$ cat config.mk
export PLATFORM = sky130hd
export DESIGN_NAME = dbg_mode_ctrl
export DESIGN_NICKNAME = d
export VERILOG_FILES = /design/src/rtl/dbgm_pkg.sv /design/src/rtl/dbgm_ret_decode.sv /design/src/rtl/dbgm_event_arb.sv /design/src/rtl/dbgm_csr_file.sv /design/src/rtl/dbgm_redirect.sv /design/src/rtl/dbg_mode_ctrl.sv
export SDC_FILE = /design/constraint.sdc
export NUM_CORES = 1
export LEC_CHECK = 0
export BUFFER_PORTS_ARGS = -buffer_cell sky130_fd_sc_hd__buf_2
export CORE_UTILIZATION = 53
export CTS_CLUSTER_DIAMETER = 100
export CTS_CLUSTER_SIZE = 12
export DETAILED_ROUTE_END_ITERATION = 8
export GPL_TIMING_DRIVEN = 0
export PLACE_DENSITY_LB_ADDON = 0.08
export SLEW_MARGIN = 20
export SYNTH_ARGS = -nofsm -noshare
export SYNTH_HDL_FRONTEND = slang
export SYNTH_SLANG_ARGS = --single-unit
$ cat constraint.sdc
create_clock -name clk -period 4.4 [get_ports clk]
set_clock_uncertainty 0.15 [all_clocks]
set_input_delay 0 -clock clk [delete_from_list [all_inputs] [get_ports clk]]
set_output_delay 0 -clock clk [all_outputs]
set_load 0.01 [all_outputs]
$ cat src/rtl/dbgm_pkg.sv
package dbgm_pkg;
  typedef enum logic [1:0] {
    PRV_USR = 2'd0,
    PRV_SUP = 2'd1,
    PRV_RSV = 2'd2,
    PRV_MAC = 2'd3
  } priv_e;

  typedef enum logic [1:0] {
    EV_NONE    = 2'd0,
    EV_ENTER   = 2'd1,
    EV_RETURN  = 2'd2,
    EV_ILLEGAL = 2'd3
  } dbg_event_e;

  localparam logic [11:0] ADDR_CTL = 12'h790;
  localparam logic [11:0] ADDR_SPC = 12'h791;
  localparam logic [11:0] ADDR_SCR = 12'h792;

  localparam logic [31:0] RET_WORD = 32'h7920_0073;

  localparam int CTL_PRV_LSB   = 0;
  localparam int CTL_CAUSE_LSB = 6;
endpackage

$ cat src/rtl/dbgm_ret_decode.sv
module dbgm_ret_decode
  import dbgm_pkg::*;
(
  input  logic        insn_valid_i,
  input  logic [31:0] insn_i,
  input  logic [1:0]  prv_i,
  output logic        ret_ok_o,
  output logic        ret_bad_o
);
  logic hit;

  // Exact match on every bit: no don't-care positions.
  assign hit       = insn_valid_i && (insn_i == RET_WORD);
  assign ret_ok_o  = hit && (prv_i == PRV_MAC);
  assign ret_bad_o = hit && (prv_i != PRV_MAC);
endmodule

$ cat src/rtl/dbgm_event_arb.sv
module dbgm_event_arb
  import dbgm_pkg::*;
#(
  parameter int CAUSE_W = 3
) (
  input  logic               req_i,
  input  logic [CAUSE_W-1:0] cause_i,
  input  logic               in_debug_i,
  input  logic               ret_ok_i,
  input  logic               ret_bad_i,
  output dbg_event_e         ev_o
);
  logic enter;

  assign enter = req_i && (cause_i != '0) && !in_debug_i;

  // Entry outranks the instruction stream: the instruction is not retired.
  always_comb begin
    if (enter)          ev_o = EV_ENTER;
    else if (ret_ok_i)  ev_o = EV_RETURN;
    else if (ret_bad_i) ev_o = EV_ILLEGAL;
    else                ev_o = EV_NONE;
  end
endmodule

$ cat src/rtl/dbgm_csr_file.sv
module dbgm_csr_file
  import dbgm_pkg::*;
#(
  parameter int XLEN    = 32,
  parameter int CAUSE_W = 3
) (
  input  logic               clk,
  input  logic               rst_n,
  input  dbg_event_e         ev_i,
  input  logic [CAUSE_W-1:0] cause_i,
  input  logic [XLEN-1:0]    cur_pc_i,
  input  logic [1:0]         cur_prv_i,
  input  logic [11:0]        csr_addr_i,
  input  logic               csr_we_i,
  input  logic [XLEN-1:0]    csr_wdata_i,
  output logic [XLEN-1:0]    csr_rdata_o,
  output logic [XLEN-1:0]    saved_pc_o,
  output logic [1:0]         saved_prv_o,
  output logic               in_debug_o
);
  logic [CAUSE_W-1:0] cause_q;
  logic [1:0]         prv_q;
  logic [XLEN-1:0]    spc_q;
  logic [XLEN-1:0]    scr_q;

  logic wr_ctl, wr_spc, wr_scr;

  assign wr_ctl = csr_we_i && (csr_addr_i == ADDR_CTL);
  assign wr_spc = csr_we_i && (csr_addr_i == ADDR_SPC);
  assign wr_scr = csr_we_i && (csr_addr_i == ADDR_SCR);

  // Cause: hardware-owned, never written by CSR access.
  always_ff @(posedge clk or negedge rst_n) begin
    if (!rst_n)                 cause_q <= '0;
    else if (ev_i == EV_ENTER)  cause_q <= cause_i;
    else if (ev_i == EV_RETURN) cause_q <= '0;
  end

  // Saved privilege and PC: entry overrides a same-cycle software write.
  always_ff @(posedge clk or negedge rst_n) begin
    if (!rst_n) begin
      prv_q <= PRV_MAC;
      spc_q <= '0;
    end else if (ev_i == EV_ENTER) begin
      prv_q <= cur_prv_i;
      spc_q <= cur_pc_i;
    end else begin
      if (wr_ctl) prv_q <= csr_wdata_i[CTL_PRV_LSB +: 2];
      if (wr_spc) spc_q <= csr_wdata_i;
    end
  end

  always_ff @(posedge clk or negedge rst_n) begin
    if (!rst_n)      scr_q <= '0;
    else if (wr_scr) scr_q <= csr_wdata_i;
  end

  always_comb begin
    csr_rdata_o = '0;
    case (csr_addr_i)
      ADDR_CTL: begin
        csr_rdata_o[CTL_PRV_LSB +: 2]         = prv_q;
        csr_rdata_o[CTL_CAUSE_LSB +: CAUSE_W] = cause_q;
      end
      ADDR_SPC: csr_rdata_o = spc_q;
      ADDR_SCR: csr_rdata_o = scr_q;
      default:  csr_rdata_o = '0;
    endcase
  end

  assign saved_pc_o  = spc_q;
  assign saved_prv_o = prv_q;
  assign in_debug_o  = (cause_q != '0);
endmodule

$ cat src/rtl/dbgm_redirect.sv
module dbgm_redirect
  import dbgm_pkg::*;
#(
  parameter int              XLEN     = 32,
  parameter logic [XLEN-1:0] ROM_BASE = 'h800
) (
  input  logic            clk,
  input  logic            rst_n,
  input  dbg_event_e      ev_i,
  input  logic [XLEN-1:0] saved_pc_i,
  input  logic [1:0]      saved_prv_i,
  output logic            redirect_o,
  output logic [XLEN-1:0] redirect_pc_o,
  output logic [1:0]      prv_o,
  output logic            illegal_o
);
  always_ff @(posedge clk or negedge rst_n) begin
    if (!rst_n) begin
      redirect_o    <= 1'b0;
      redirect_pc_o <= '0;
      prv_o         <= PRV_MAC;
      illegal_o     <= 1'b0;
    end else begin
      redirect_o <= (ev_i == EV_ENTER) || (ev_i == EV_RETURN);
      illegal_o  <= (ev_i == EV_ILLEGAL);
      case (ev_i)
        EV_ENTER: begin
          redirect_pc_o <= ROM_BASE;
          prv_o         <= PRV_MAC;
        end
        EV_RETURN: begin
          redirect_pc_o <= saved_pc_i;
          prv_o         <= saved_prv_i;
        end
        default: ;
      endcase
    end
  end
endmodule

$ cat src/rtl/dbg_mode_ctrl.sv
module dbg_mode_ctrl
  import dbgm_pkg::*;
#(
  parameter int              XLEN     = 32,
  parameter int              CAUSE_W  = 3,
  parameter logic [XLEN-1:0] ROM_BASE = 'h800
) (
  input  logic               clk,
  input  logic               rst_n,
  input  logic               dbg_req_i,
  input  logic [CAUSE_W-1:0] dbg_cause_i,
  input  logic [XLEN-1:0]    cur_pc_i,
  input  logic [1:0]         cur_prv_i,
  input  logic               insn_valid_i,
  input  logic [31:0]        insn_i,
  input  logic [11:0]        csr_addr_i,
  input  logic               csr_we_i,
  input  logic [XLEN-1:0]    csr_wdata_i,
  output logic [XLEN-1:0]    csr_rdata_o,
  output logic               redirect_o,
  output logic [XLEN-1:0]    redirect_pc_o,
  output logic [1:0]         prv_o,
  output logic               debug_mode_o,
  output logic               illegal_o
);
  localparam int CTL_TOP = CTL_CAUSE_LSB + CAUSE_W;

  logic            ret_ok, ret_bad, in_debug;
  logic [XLEN-1:0] saved_pc;
  logic [1:0]      saved_prv;
  dbg_event_e      ev;

  if (CTL_TOP > XLEN) begin : g_bad_width
    initial $error("control word does not fit in XLEN");
  end

  dbgm_ret_decode u_dec (
    .insn_valid_i (insn_valid_i),
    .insn_i       (insn_i),
    .prv_i        (cur_prv_i),
    .ret_ok_o     (ret_ok),
    .ret_bad_o    (ret_bad)
  );

  dbgm_event_arb #(.CAUSE_W(CAUSE_W)) u_arb (
    .req_i      (dbg_req_i),
    .cause_i    (dbg_cause_i),
    .in_debug_i (in_debug),
    .ret_ok_i   (ret_ok),
    .ret_bad_i  (ret_bad),
    .ev_o       (ev)
  );

  dbgm_csr_file #(.XLEN(XLEN), .CAUSE_W(CAUSE_W)) u_csr (
    .clk         (clk),
    .rst_n       (rst_n),
    .ev_i        (ev),
    .cause_i     (dbg_cause_i),
    .cur_pc_i    (cur_pc_i),
    .cur_prv_i   (cur_prv_i),
    .csr_addr_i  (csr_addr_i),
    .csr_we_i    (csr_we_i),
    .csr_wdata_i (csr_wdata_i),
    .csr_rdata_o (csr_rdata_o),
    .saved_pc_o  (saved_pc),
    .saved_prv_o (saved_prv),
    .in_debug_o  (in_debug)
  );

  dbgm_redirect #(.XLEN(XLEN), .ROM_BASE(ROM_BASE)) u_rdr (
    .clk           (clk),
    .rst_n         (rst_n),
    .ev_i          (ev),
    .saved_pc_i    (saved_pc),
    .saved_prv_i   (saved_prv),
    .redirect_o    (redirect_o),
    .redirect_pc_o (redirect_pc_o),
    .prv_o         (prv_o),
    .illegal_o     (illegal_o)
  );

  assign debug_mode_o = in_debug;
endmodule

* Word-level counts from Yosys, hierarchy flattened
Cells that the tools add are included.
** Operators by class
- Add/sub/neg operators :: 0
- $mul :: 0
- Div/mod/pow operators :: 0
- $lt $le $gt $ge :: 0
- Equality and inequality tests :: 9
- Shift operators :: 0
- Mux-type cells :: 15
- Bitwise gates (word level) :: 0
- Reductions and logical operators :: 15
** Operator list (count)
- 2-to-1 mux 32 bit :: 2
- one-hot mux 32 bit (2 select lines) :: 1
- one-hot mux 23 bit (2 select lines) :: 1
- equality test 12 x 11 -> 1 bit (second input constant) :: 3
- equality test 32 x 31 -> 1 bit (second input constant) :: 1
- 2-to-1 mux 2 bit :: 5
- one-hot mux 3 bit (3 select lines) :: 1
- logical AND 1 bit :: 8
- one-hot mux 4 bit (2 select lines) :: 1
- equality test 2 bit (second input constant) :: 3
- 2-to-1 mux 3 bit :: 2
- one-hot mux 2 bit (3 select lines) :: 1
- nonzero test 2 bit :: 3
- nonzero test 3 bit :: 2
- one-hot mux 2 bit (2 select lines) :: 1
- equality test 2 x 1 -> 1 bit (second input constant) :: 1
- inequality test 2 bit (second input constant) :: 1
- logical NOT 1 bit :: 1
- logical OR 1 bit :: 1
** Word-level totals
- Bits in registers :: 105
- Bits in latches :: 0
- RAM bits :: 0
- Memory bits (read-only) :: 0
- Memories kept :: 0

* Depth between registers and ports, before layout
Gate-level depths: netlist of the first run.
- Word-level depth :: 9
- Gate-level depth with buffers :: 7
- Gate-level depth less buffers :: 4

* Modules after synthesis
From an unflattened synthesis of the first run, not the netlist that was laid out.
** Unflattened totals
- Cells, all modules :: 465
- Area total of the unflattened synthesis :: 5212.5 um2
** Modules (own cells, without submodules)
- dbgm_csr_file :: times used 1, cells each 298, area each 3639.7 um2, sequential area each 1729.2 um2
- dbgm_redirect :: times used 1, cells each 148, area each 1410.1 um2, sequential area each 903.4 um2
- dbgm_ret_decode :: times used 1, cells each 14, area each 126.4 um2, sequential area each 0.0 um2
- dbgm_event_arb :: times used 1, cells each 5, area each 36.3 um2, sequential area each 0.0 um2

* Worst setup path after synthesis of the first run
Ideal clock, no wire load.
- Path type :: input-to-reg
- Start point :: in insn_i[19]
- End point :: reg u_rdr.redirect_pc_o[11]
- Arrival :: 1869 ps
- Setup slack :: 2257 ps
- Stages :: 6
- Buffers on the path :: 2
- Path through :: or4_1 -> a2111o_1 -> or4_1 -> clkbuf_1 -> buf_6 -> mux2_2
** On the way
- Word-level cells in the longest chain between the ends :: 8
- Elaborated cells between the ends (all ways) :: 11
- Those cells by class :: eq/ne (3); mux (4); reduce/logical (4)
** Ends and longest elaborated chain
- from (decl) :: line dbg_mode_ctrl.sv:15 : input logic [31:0] insn_i,
- equality test 32 x 31 -> 1 bit (*) :: line dbgm_ret_decode.sv:13 : assign hit = insn_valid_i && (insn_i == RET_WORD);
- logical AND 1 bit (*) :: line dbgm_ret_decode.sv:13
- logical AND 1 bit :: line dbgm_ret_decode.sv:15 : assign ret_bad_o = hit && (prv_i != PRV_MAC);
- 2-to-1 mux 2 bit :: line dbgm_event_arb.sv:21 : else if (ret_bad_i) ev_o = EV_ILLEGAL;
- 2-to-1 mux 2 bit (*) :: line dbgm_event_arb.sv:20 : else if (ret_ok_i) ev_o = EV_RETURN;
- 2-to-1 mux 2 bit (*) :: line dbgm_event_arb.sv:19 : if (enter) ev_o = EV_ENTER;
- equality test 2 bit / equality test 2 x 1 -> 1 bit (equally long branches) :: line dbgm_redirect.sv:26 : case (ev_i)
- one-hot mux 32 bit (2 select lines) / nonzero test 2 bit (equally long branches)
- to (signal assigned) :: line dbgm_redirect.sv:32 : redirect_pc_o <= saved_pc_i;
- to (decl) :: line dbgm_redirect.sv:13 : output logic [XLEN-1:0] redirect_pc_o,
Mark *: on every way between the ends. The rest lies on a longest branch, timed or not.
A chain may end at the register's enable or synchronous reset.

* Final worst setup path of the first run
- Start point :: reg u_csr.cause_q[0]
- End point :: reg u_csr.spc_q[1], in the netlist u_csr.saved_pc_o[1]
** On the way
- Word-level cells in the longest chain between the ends :: 6
- Elaborated cells between the ends (all ways) :: 7
- Those cells by class :: eq/ne (1); mux (2); reduce/logical (4)
** Ends and longest elaborated chain
- from (decl) :: line dbgm_csr_file.sv:21 : logic [CAUSE_W-1:0] cause_q;
- from (signal assigned) :: line dbgm_csr_file.sv:35 : else if (ev_i == EV_ENTER) cause_q <= cause_i;
- nonzero test 3 bit (*) :: line dbgm_csr_file.sv:73 : assign in_debug_o = (cause_q != '0);
- logical NOT 1 bit (*) :: line dbgm_event_arb.sv:15 : assign enter = req_i && (cause_i != '0) && !in_debug_i;
- logical AND 1 bit (*) :: line dbgm_event_arb.sv:15
- 2-to-1 mux 2 bit (*) :: line dbgm_event_arb.sv:19
- equality test 2 x 1 -> 1 bit (*) :: line dbgm_csr_file.sv:44 : end else if (ev_i == EV_ENTER) begin
- 2-to-1 mux 32 bit / nonzero test 2 bit (equally long branches)
- to (signal assigned) :: line dbgm_csr_file.sv:46 : spc_q <= cur_pc_i;
- to (signal assigned) :: line dbgm_csr_file.sv:49 : if (wr_spc) spc_q <= csr_wdata_i;
- to (decl) :: line dbgm_csr_file.sv:23 : logic [XLEN-1:0] spc_q;
Marked as above.

==> results of run 1 <==
report_power, final:
group | internal [W] | switching (W) | total (W) | leakage, nW
Combinational | 0.000307 | 0.000219 | 0.000526 | 2.42
Sequential | 0.00114 | 0.000140 | 0.00128 | 1.34
Clock | 0.000287 | 0.000346 | 0.000633 | 0.101
Total | 0.00173 | 0.000705 | 0.00244 | 3.86
placed cells by master, fill, tap and decap left out, types with 2 or more instances in the layout:
master,count
sky130_fd_sc_hd__nand3b_1,3
sky130_fd_sc_hd__clkinvlp_4,2
sky130_fd_sc_hd__mux2_2,35
sky130_fd_sc_hd__clkbuf_1,17
sky130_fd_sc_hd__a22o_1,30
sky130_fd_sc_hd__nor4_1,2
sky130_fd_sc_hd__nor2_1,34
sky130_fd_sc_hd__buf_1,2
sky130_fd_sc_hd__inv_1,32
sky130_fd_sc_hd__clkbuf_8,10
sky130_fd_sc_hd__nor4b_1,3
sky130_fd_sc_hd__a21oi_1,34
sky130_fd_sc_hd__dlygate4sd3_1,85
sky130_fd_sc_hd__nor4_2,2
sky130_fd_sc_hd__nand2_1,41
sky130_fd_sc_hd__or4_1,3
sky130_fd_sc_hd__or3_1,2
sky130_fd_sc_hd__inv_6,2
sky130_fd_sc_hd__nor4bb_1,2
sky130_fd_sc_hd__mux2i_1,70
sky130_fd_sc_hd__buf_2,191
sky130_fd_sc_hd__dfstp_2,4
sky130_fd_sc_hd__nand2b_1,4
sky130_fd_sc_hd__o21ai_0,5
sky130_fd_sc_hd__buf_6,4
sky130_fd_sc_hd__dfrtp_1,101
cells by family after synthesis:
group	share of synthesized area
muxes	0.2204
buffers and inverters	0.05239
and+or+nand+nor	0.1028
DFF	0.5300
AOI/OAI and AO/OA	0.09446
how the worst min path moves through the flow:
stage / slack, ns / to / cells after the start / start
detailed placement: -0.17 / u_rdr.redirect_pc_o[8] / 1 / rst_n
global placement: 0.09 / u_csr.cause_q[0] / 2 / dbg_cause_i[0]
CTS: 0.0001 / u_rdr.redirect_pc_o[8] / 2 / rst_n
global route: 0.04 / u_rdr.redirect_pc_o[6] / 2 / rst_n
floorplan: -0.45 / u_csr.cause_q[0] / 0 / rst_n
finish: -0.006 / u_csr.saved_pc_o[6] / 2 / rst_n
worst max-delay path, cell delays in order (launching register included):
cell                            delay [ns]
sky130_fd_sc_hd__dfrtp_1              0.43
sky130_fd_sc_hd__nor4b_1              0.74
sky130_fd_sc_hd__nand2_1              0.29
sky130_fd_sc_hd__clkbuf_1             0.30
sky130_fd_sc_hd__clkbuf_1             0.35
sky130_fd_sc_hd__nor2_1               0.17
sky130_fd_sc_hd__a21oi_1              0.06
sky130_fd_sc_hd__dlygate4sd3_1        0.61
synthesized netlist by cell type:
cell type / instances
sky130_fd_sc_hd__a2111o_1: 1
sky130_fd_sc_hd__a21oi_1: 34
sky130_fd_sc_hd__a22o_1: 30
sky130_fd_sc_hd__and4b_1: 1
sky130_fd_sc_hd__buf_1: 2
sky130_fd_sc_hd__buf_2: 7
sky130_fd_sc_hd__buf_6: 3
sky130_fd_sc_hd__clkbuf_1: 17
sky130_fd_sc_hd__dfrtp_1: 101
sky130_fd_sc_hd__dfstp_2: 4
sky130_fd_sc_hd__inv_1: 32
sky130_fd_sc_hd__mux2_2: 35
sky130_fd_sc_hd__mux2i_1: 70
sky130_fd_sc_hd__nand2_1: 41
sky130_fd_sc_hd__nand2b_1: 4
sky130_fd_sc_hd__nand3b_1: 3
sky130_fd_sc_hd__nand4_1: 1
sky130_fd_sc_hd__nand4bb_1: 1
sky130_fd_sc_hd__nor2_1: 34
sky130_fd_sc_hd__nor2_2: 1
sky130_fd_sc_hd__nor4_1: 2
sky130_fd_sc_hd__nor4_2: 2
sky130_fd_sc_hd__nor4b_1: 3
sky130_fd_sc_hd__nor4bb_1: 2
sky130_fd_sc_hd__o21ai_0: 5
sky130_fd_sc_hd__or3_1: 2
sky130_fd_sc_hd__or3b_2: 1
sky130_fd_sc_hd__or4_1: 3
sky130_fd_sc_hd__or4b_1: 1
sky130_fd_sc_hd__or4b_2: 1
through the flow:
| stage | power (W) | util |
|---|---|---|
| 2_1_floorplan | 0.001512 | - |
| 4_1_cts | 0.002432 | 0.8013 |
| 3_5_place_dp | 0.001681 | 0.6818 |
| 6_report | 0.002437 | 0.8013 |
| 5_1_grt | 0.002555 | 0.8013 |
| 3_3_place_gp | 0.001648 | 0.6780 |
flip-flops by register name (all words and copies together) (netlist names):
signal,count
u_csr.scr_q,32
u_csr.saved_prv_o,2
u_rdr.illegal_o,1
u_rdr.redirect_pc_o,32
u_csr.cause_q,3
u_rdr.prv_o,2
u_csr.saved_pc_o,32
u_rdr.redirect_o,1
layer usage:
layer,global-route usage,wire length (um),up-vias,part of all wire
met5,0,0,-,0
met4,0.1297,310,0,0.022
li1,-,-,2106,-
met3,0.04610,773,28,0.055
met2,0.5476,7316,171,0.52
met1,0.3657,5745,2196,0.41
cell type report:
type	instances	area, um^2	area share
sequential	105	2633	0.3695
multi-input combinational	278	2074	0.2912
timing repair buffer	271	1810	0.2541
buffer	29	140.1	0.01967
clock buffer	10	137.6	0.01932
tap	108	135.1	0.01897
inverter	32	120.1	0.01686
clock inverter	6	73.82	0.01036
==> qor.log, run 1 <==
INFO  place          gpl.final_weighted_congestion=0.8143
INFO  yosys          synthDominantAreaCellType=sky130_fd_sc_hd__dfrtp_1
INFO  cts            post_cts_resized=0
INFO  sta            timing.final.max_slew_violations=0
INFO  critical_path  timing.rr.end=u_csr.saved_pc_o[1]
INFO  cts            cts_tree=yes
INFO  cts            cts_root_buf=sky130_fd_sc_hd__clkbuf_8
INFO  sta            tightest_slew=0.8084ns
INFO  cts            worst_setup_hold_path_clk_slew=0.10ns
INFO  grt            grt_pass1_vias=4747
INFO  yosys          synthDistinctLibCells=30
INFO  grt            grt_first_pass_wirelength=22.97mm
INFO  yosys          synth_fp_nets=562
INFO  routing        wl_per_cell=16.86um
INFO  critical_path  timing.critical_path.fanout_max=10
INFO  critical_path  worst_path_arrival_time=3.31ns
INFO  critical_path  end_kind=flip-flop
INFO  routing        post-route-drc-count=0
INFO  yosys          synthesis.yosys.warnings=0
INFO  grt            track_usage=0.3053
INFO  layout         flow.area_growth_from_synthesis=43.43%
INFO  routing        via_per_inst=5.365
INFO  sta            final.period_utilization=0.7291
INFO  grt            grt_antenna_before_repair=0
INFO  sta            relSlewSlack=0.4535
INFO  layout         post_layout_nonfiller_instances=839
INFO  critical_path  timing.critical_path.from_type=flip-flop
INFO  cts            cts_hold_buffers=85
INFO  sta            max_freq=0.3117GHz
INFO  power          leakagePower=3.858nW
INFO  grt            globalRoute.totalOverflow=0
INFO  sta            finalSetupViolCount=0
INFO  critical_path  worst_setup_path_endpoint=u_csr.saved_pc_o[1]
INFO  routing        drt-initial-drc-count=148
INFO  floorplanning  start_util=0.5587
INFO  critical_path  r2r_setup_slack=1.19ns
INFO  cts            cts_post_setup_buffers_inserted=0
INFO  power          vdd_drop_max=0.1829mV
INFO  yosys          synth_seq_area_share=0.5300
INFO  cts            cts.path.max_buffers=2
INFO  cts            clk_latency=0.36ns
INFO  place          buffer_ports.inserted=185
INFO  cts            htree_levels=3
INFO  layout         layout-drive-gt1-share=0.3502
INFO  yosys          syn-cell-area=0.004967mm^2
INFO  layout         layout.cell_area.non_filler=0.007124mm^2
INFO  yosys          postSynthCellCount=444
INFO  sta            grt_setup_unrepaired=no
INFO  grt            grt_max_degree=56
INFO  routing        vias=4501
INFO  yosys          synth_top_area_share=0.5088
INFO  place          post-place-ws=1.633ns
INFO  place          dpl_cell_area=0.006062mm^2
INFO  run_status     violations=hold timing
INFO  yosys          synth_top_cells_by_area=sky130_fd_sc_hd__dfrtp_1, sky130_fd_sc_hd__mux2i_1, sky130_fd_sc_hd__mux2_2, sky130_fd_sc_hd__a22o_1, sky130_fd_sc_hd__a21oi_1
INFO  place          place_hpwl=9.297mm
INFO  floorplanning  core.rowCount=34
INFO  cts            cts.sink_count=105
INFO  layout         nets=844
INFO  cts            tritoncts.num_buffers=9
INFO  critical_path  reg2regPathDepth=7
INFO  run_status     result_of_the_run=complete, but fails checks
INFO  yosys          synth_seq_cells=105
INFO  layout         nFillCells=602
INFO  floorplanning  dieWidth=98.81um
INFO  sta            fin_worst_hold_slack=-0.006423ns
INFO  sta            hold_viol=3
INFO  routing        detailedRoute.firstPassIterationCount=7
INFO  yosys          avgSynthCellArea=11.19um^2
INFO  critical_path  worst_setup_path_startpoint=u_csr.cause_q[0]
INFO  floorplanning  io-pin-count=187
INFO  power          power_density_normalized_to_cell_area=342.1mW/mm^2
INFO  critical_path  critical_path.reg2reg.startpoint=u_csr.cause_q[0]
INFO  layout         antenna_cells=0
INFO  floorplanning  die_area=0.009763mm^2
INFO  place          post-place-cells=738
INFO  sta            finalSetupTns=0ns
INFO  floorplanning  coreArea=0.008891mm^2
INFO  critical_path  critical_path_class=flip-flop to flip-flop
INFO  sta            worst_slack=1.192ns
INFO  critical_path  crit_required=4.50ns
INFO  floorplanning  die_h=98.81um
INFO  hold_path      hold_path_class=input port to asynchronous set/reset pin
INFO  routing        detail_route.wirelength=14.15mm
INFO  routing        drtAntennaViolNets=0
INFO  sta            min_period=3.208ns
INFO  flow_run       drv_cap=0
Power figures use the tool's default switching activity.
==> run 2: changes to the inputs <==
--- a/config.mk
+++ b/config.mk
@@ -5,8 +5,9 @@
 export SDC_FILE = /design/constraint.sdc
 export NUM_CORES = 1
 export LEC_CHECK = 0
+export ABC_AREA = 1
 export BUFFER_PORTS_ARGS = -buffer_cell sky130_fd_sc_hd__buf_2
-export CORE_UTILIZATION = 53
+export CORE_UTILIZATION = 45
 export CTS_CLUSTER_DIAMETER = 100
 export CTS_CLUSTER_SIZE = 12
 export DETAILED_ROUTE_END_ITERATION = 8
==> constraint.sdc (replaced) <==
create_clock -name clk -period 2.6 [get_ports clk]
set_clock_uncertainty 0.15 [all_clocks]
set_input_delay 0 -clock clk [delete_from_list [all_inputs] [get_ports clk]]
set_output_delay 0 -clock clk [all_outputs]
set_load 0.01 [all_outputs]
==> run 2 against run 1 <==
Effect of this change: critical endpoint is now u_rdr.redirect_pc_o[29]; first-iteration DRC count grew 87%; die area rose by 21%; sequential cell count stayed put; synthesized cell count up 50%; clock power rose by 120%; the flow still finishes with violations (hold timing); sequential power rose by 59%; final cell count is 30% higher; global-route usage fell by 1.6 points; highest routed layer unchanged; synthesized area increased by 2.9%.
==> qor.log, run 2 <==
INFO  yosys          synthDistinctLibCells=24 [-20%]
INFO  sta            grt_setup_unrepaired=no
INFO  yosys          synth_top_cells_by_area=sky130_fd_sc_hd__dfrtp_1, sky130_fd_sc_hd__nand2_1, sky130_fd_sc_hd__o21ai_0, sky130_fd_sc_hd__nand3_1, sky130_fd_sc_hd__inv_1
INFO  floorplanning  die_h=108.6um [+9.9%]
INFO  layout         final_core_util=0.6760 [-0.1253]
INFO  floorplanning  coreArea=0.01094mm^2 [+23%]
INFO  routing        detailedRoute.firstPassIterationCount=7 [unchanged]
INFO  yosys          synth_edf_count=0 [unchanged]
INFO  critical_path  crit_cells=10 [+3]
INFO  critical_path  end_kind=flip-flop
INFO  grt            grt_pass1_vias=5365 [+13%]
INFO  cts            worst_setup_hold_path_clk_slew=0.07ns [-0.03 ns]
INFO  layout         antenna_cells=0 [unchanged]
INFO  grt            grt_first_pass_wirelength=25.72mm [+12%]
INFO  power          total_power=0.004305W [+77%]
INFO  hold_path      hold_path_class=input port to flip-flop
INFO  place          gpl.final_weighted_congestion=0.8302 [+2.0%]
INFO  sta            timing.final.max_slew_violations=0 [unchanged]
INFO  critical_path  crit_chain=dlygate4sd3_1 -> buf_2 -> nor2_1 -> dlygate4sd3_1 -> nand3_1 -> nor2_4 -> nand3_2 -> clkbuf_1 -> nand3_1 -> o21ai_1
INFO  run_status     result_of_the_run=complete, but fails checks
INFO  place          place_hpwl=11.15mm [+20%]
INFO  cts            clk_latency=0.35ns [about the same]
INFO  yosys          postSynthCellCount=664 [+50%]
INFO  yosys          synth.top_cells.by_count=sky130_fd_sc_hd__nand2_1, sky130_fd_sc_hd__dfrtp_1, sky130_fd_sc_hd__o21ai_0
INFO  layout         nFillCells=945 [+57%]
INFO  power          leakagePower=3.989nW [+3.4%]
INFO  critical_path  timing.critical_path.fanout_max=10 [unchanged]
INFO  critical_path  crit_required=2.68ns [-1.82 ns]
INFO  sta            relSlewSlack=0.6426 [+0.1892]
INFO  routing        detail_route.wirelength=16.64mm [+18%]
INFO  yosys          synthesis.yosys.warnings=0 [unchanged]
INFO  run_status     violations=hold timing
INFO  sta            finalSetupViolCount=0 [unchanged]
INFO  critical_path  cp_num_buf_inv=4 [+1]
INFO  routing        wl_per_cell=15.30um [-9.3%]
INFO  yosys          synthDominantAreaCellType=sky130_fd_sc_hd__dfrtp_1
INFO  routing        drtAntennaViolNets=0 [unchanged]
INFO  layout         layout.cells.most_common_list=sky130_fd_sc_hd__nand2_1, sky130_fd_sc_hd__buf_2, sky130_fd_sc_hd__dfrtp_1
INFO  routing        via_per_inst=5.051 [-5.9%]
INFO  sta            tightest_slew=0.5361ns [-0.2724 ns]
INFO  critical_path  worst_path_arrival_time=2.33ns [-0.98 ns]
INFO  layout         layout-drive-gt1-share=0.2574 [-0.09282]
INFO  cts            htree_levels=3 [unchanged]
INFO  yosys          syn-cell-area=0.005112mm^2 [+2.9%]
INFO  yosys          synth_seq_cells=105 [unchanged]
INFO  grt            track_usage=0.2897 [-0.01561]
INFO  flow_run       drv_cap=0 [unchanged]
INFO  sta            fin_worst_hold_slack=-0.0003771ns [+0.006046 ns]
INFO  grt            globalRoute.totalOverflow=0 [unchanged]
INFO  critical_path  critPathSlowestCell=sky130_fd_sc_hd__dlygate4sd3_1
INFO  critical_path  reg2regPathDepth=8 [+1]
INFO  yosys          synth_fp_nets=782 [+39%]
INFO  hold_path      worstHoldPathCells=9
INFO  floorplanning  io-pin-count=187 [unchanged]
INFO  floorplanning  die_area=0.01179mm^2 [+21%]
INFO  critical_path  cp_top_family=buffers and inverters
INFO  floorplanning  start_util=0.4675 [-0.09118]
INFO  sta            final.period_utilization=0.8640
INFO  power          power_density_normalized_to_cell_area=582.3mW/mm^2 [+70%]
INFO  yosys          synth_top_flop_cell=sky130_fd_sc_hd__dfrtp_1
INFO  sta            max_freq=0.4451GHz
INFO  sta            min_period=2.246ns
INFO  yosys          yosysMostFrequentCell=sky130_fd_sc_hd__nand2_1
INFO  routing        drt-initial-drc-count=277 [+87%]
INFO  cts            tritoncts.num_buffers=9 [unchanged]
INFO  floorplanning  dieWidth=108.6um [+9.9%]
INFO  yosys          synth_seq_area_share=0.5149 [-0.01505]
INFO  yosys          synth_top_area_share=0.4944 [-0.01445]
INFO  critical_path  worst_path_largest_cell_delay=0.58ns [-0.16 ns]
INFO  floorplanning  core.rowCount=38 [+12%]
INFO  cts            cts.path.max_buffers=2 [unchanged]
INFO  cts            cts_root_buf=sky130_fd_sc_hd__clkbuf_16
INFO  grt            grt_max_degree=74 [+32%]
INFO  routing        vias=5495 [+22%]
INFO  cts            cts.sink_count=105 [unchanged]
INFO  sta            finalSetupTns=0ns [unchanged]
INFO  yosys          async_flop_share=1.000 [unchanged]
INFO  layout         nets=1062 [+26%]
INFO  yosys          avgSynthCellArea=7.699um^2 [-31%]
INFO  critical_path  critical_path_class=input port to flip-flop
INFO  cts            cts_tree=yes
INFO  layout         flow.area_growth_from_synthesis=44.59%
INFO  place          buffer_ports.inserted=185 [unchanged]
INFO  power          vdd_drop_max=0.3124mV [+71%]
INFO  sta            hold_viol=1 [-2]
INFO  routing        post-route-drc-count=0 [unchanged]
INFO  layout         mostFrequentLayoutCell=sky130_fd_sc_hd__nand2_1
INFO  grt            grt_antenna_before_repair=0 [unchanged]
INFO  critical_path  timing.critical_path.from_type=input port
==> run 2: what timing repair did <==
action / CTS / global route
hold endpoints to repair: 176 / 0
setup buffers: 0 / 0
gates resized for setup: 0 / 0
hold buffers: 83 / 0
==> run 2: report_power, final <==
group,internal [W],switching [W],total (W),leakage [nW]
combinational,0.000336,0.000515,0.000851,2.46
sequential,0.00192,0.000110,0.00203,1.38
clock,0.000797,0.000623,0.00142,0.148
==> run 2: worst paths after layout <==
kind | from | slack [ns] | end
setup / recovery | insn_i[31] | 0.35 | u_rdr.redirect_pc_o[29]
hold / removal | insn_i[12] | -0.0004 | u_rdr.redirect_pc_o[11]
setup reg to reg | u_csr.cause_q[0] | 0.50 | u_rdr.redirect_pc_o[29]
hold reg to reg | u_csr.saved_prv_o[1] | 0.31 | u_csr.saved_prv_o[1]
max in group asynchronous | rst_n | 1.84 | u_csr.saved_prv_o[1]
min in group asynchronous | rst_n | 0.05 | u_rdr.prv_o[0]
==> run 2: tightest hold or removal path, cell delays in order <==
cell	delay (ns)
sky130_fd_sc_hd__buf_2	0.08
sky130_fd_sc_hd__nor2_1	0.03
sky130_fd_sc_hd__nand2_1	0.04
sky130_fd_sc_hd__nor2_1	0.04
sky130_fd_sc_hd__nand2_1	0.06
sky130_fd_sc_hd__nor2_2	0.06
sky130_fd_sc_hd__nand4_1	0.07
sky130_fd_sc_hd__nand2_1	0.05
sky130_fd_sc_hd__inv_1	0.04
==> run 2: cell families (layout without fill, tap and decap cells) <==
kind of cell	after synthesis	in the layout	share of synthesized area
AND/OR/NAND/NOR	343	343	0.2792
AO/OA/AOI/OAI	111	111	0.1133
flip-flops	105	105	0.5149
buffers and inverters	105	389	0.09251
==> run 2: metrics by stage <==
| stage | instance area, um^2 | setup WS [ns] | instances |
|---|---|---|---|
| 6_report | 7392 | 0.3535 | 1088 |
| 5_1_grt | 7392 | 0.2226 | 1088 |
| 4_1_cts | 7392 | 0.4323 | 1088 |
| 3_5_place_dp | 6247 | 0.5325 | 990 |
| 3_3_place_gp | 6213 | 0.2117 | 989 |
| 2_1_floorplan | 5112 | 0.9554 | 664 |
==> run 2: area by class of cell <==
class | instances | area, um^2 | area share
multi-input combinational | 454 | 2007 | 0.2715
sequential | 105 | 2633 | 0.3561
inverter | 64 | 240.2 | 0.03250
tap | 140 | 175.2 | 0.02370
clock buffer | 11 | 252.7 | 0.03419
clock inverter | 4 | 51.30 | 0.006940
timing repair buffer | 269 | 1800 | 0.2436
buffer | 41 | 232.7 | 0.03148
==> run 2: per-layer routing <==
metal / wire length [um] / global-route usage
met1: 7084 / 0.3691
met2: 8233 / 0.5063
met3: 1105 / 0.04521
met4: 220 / 0.08494
met5: 0 / 0
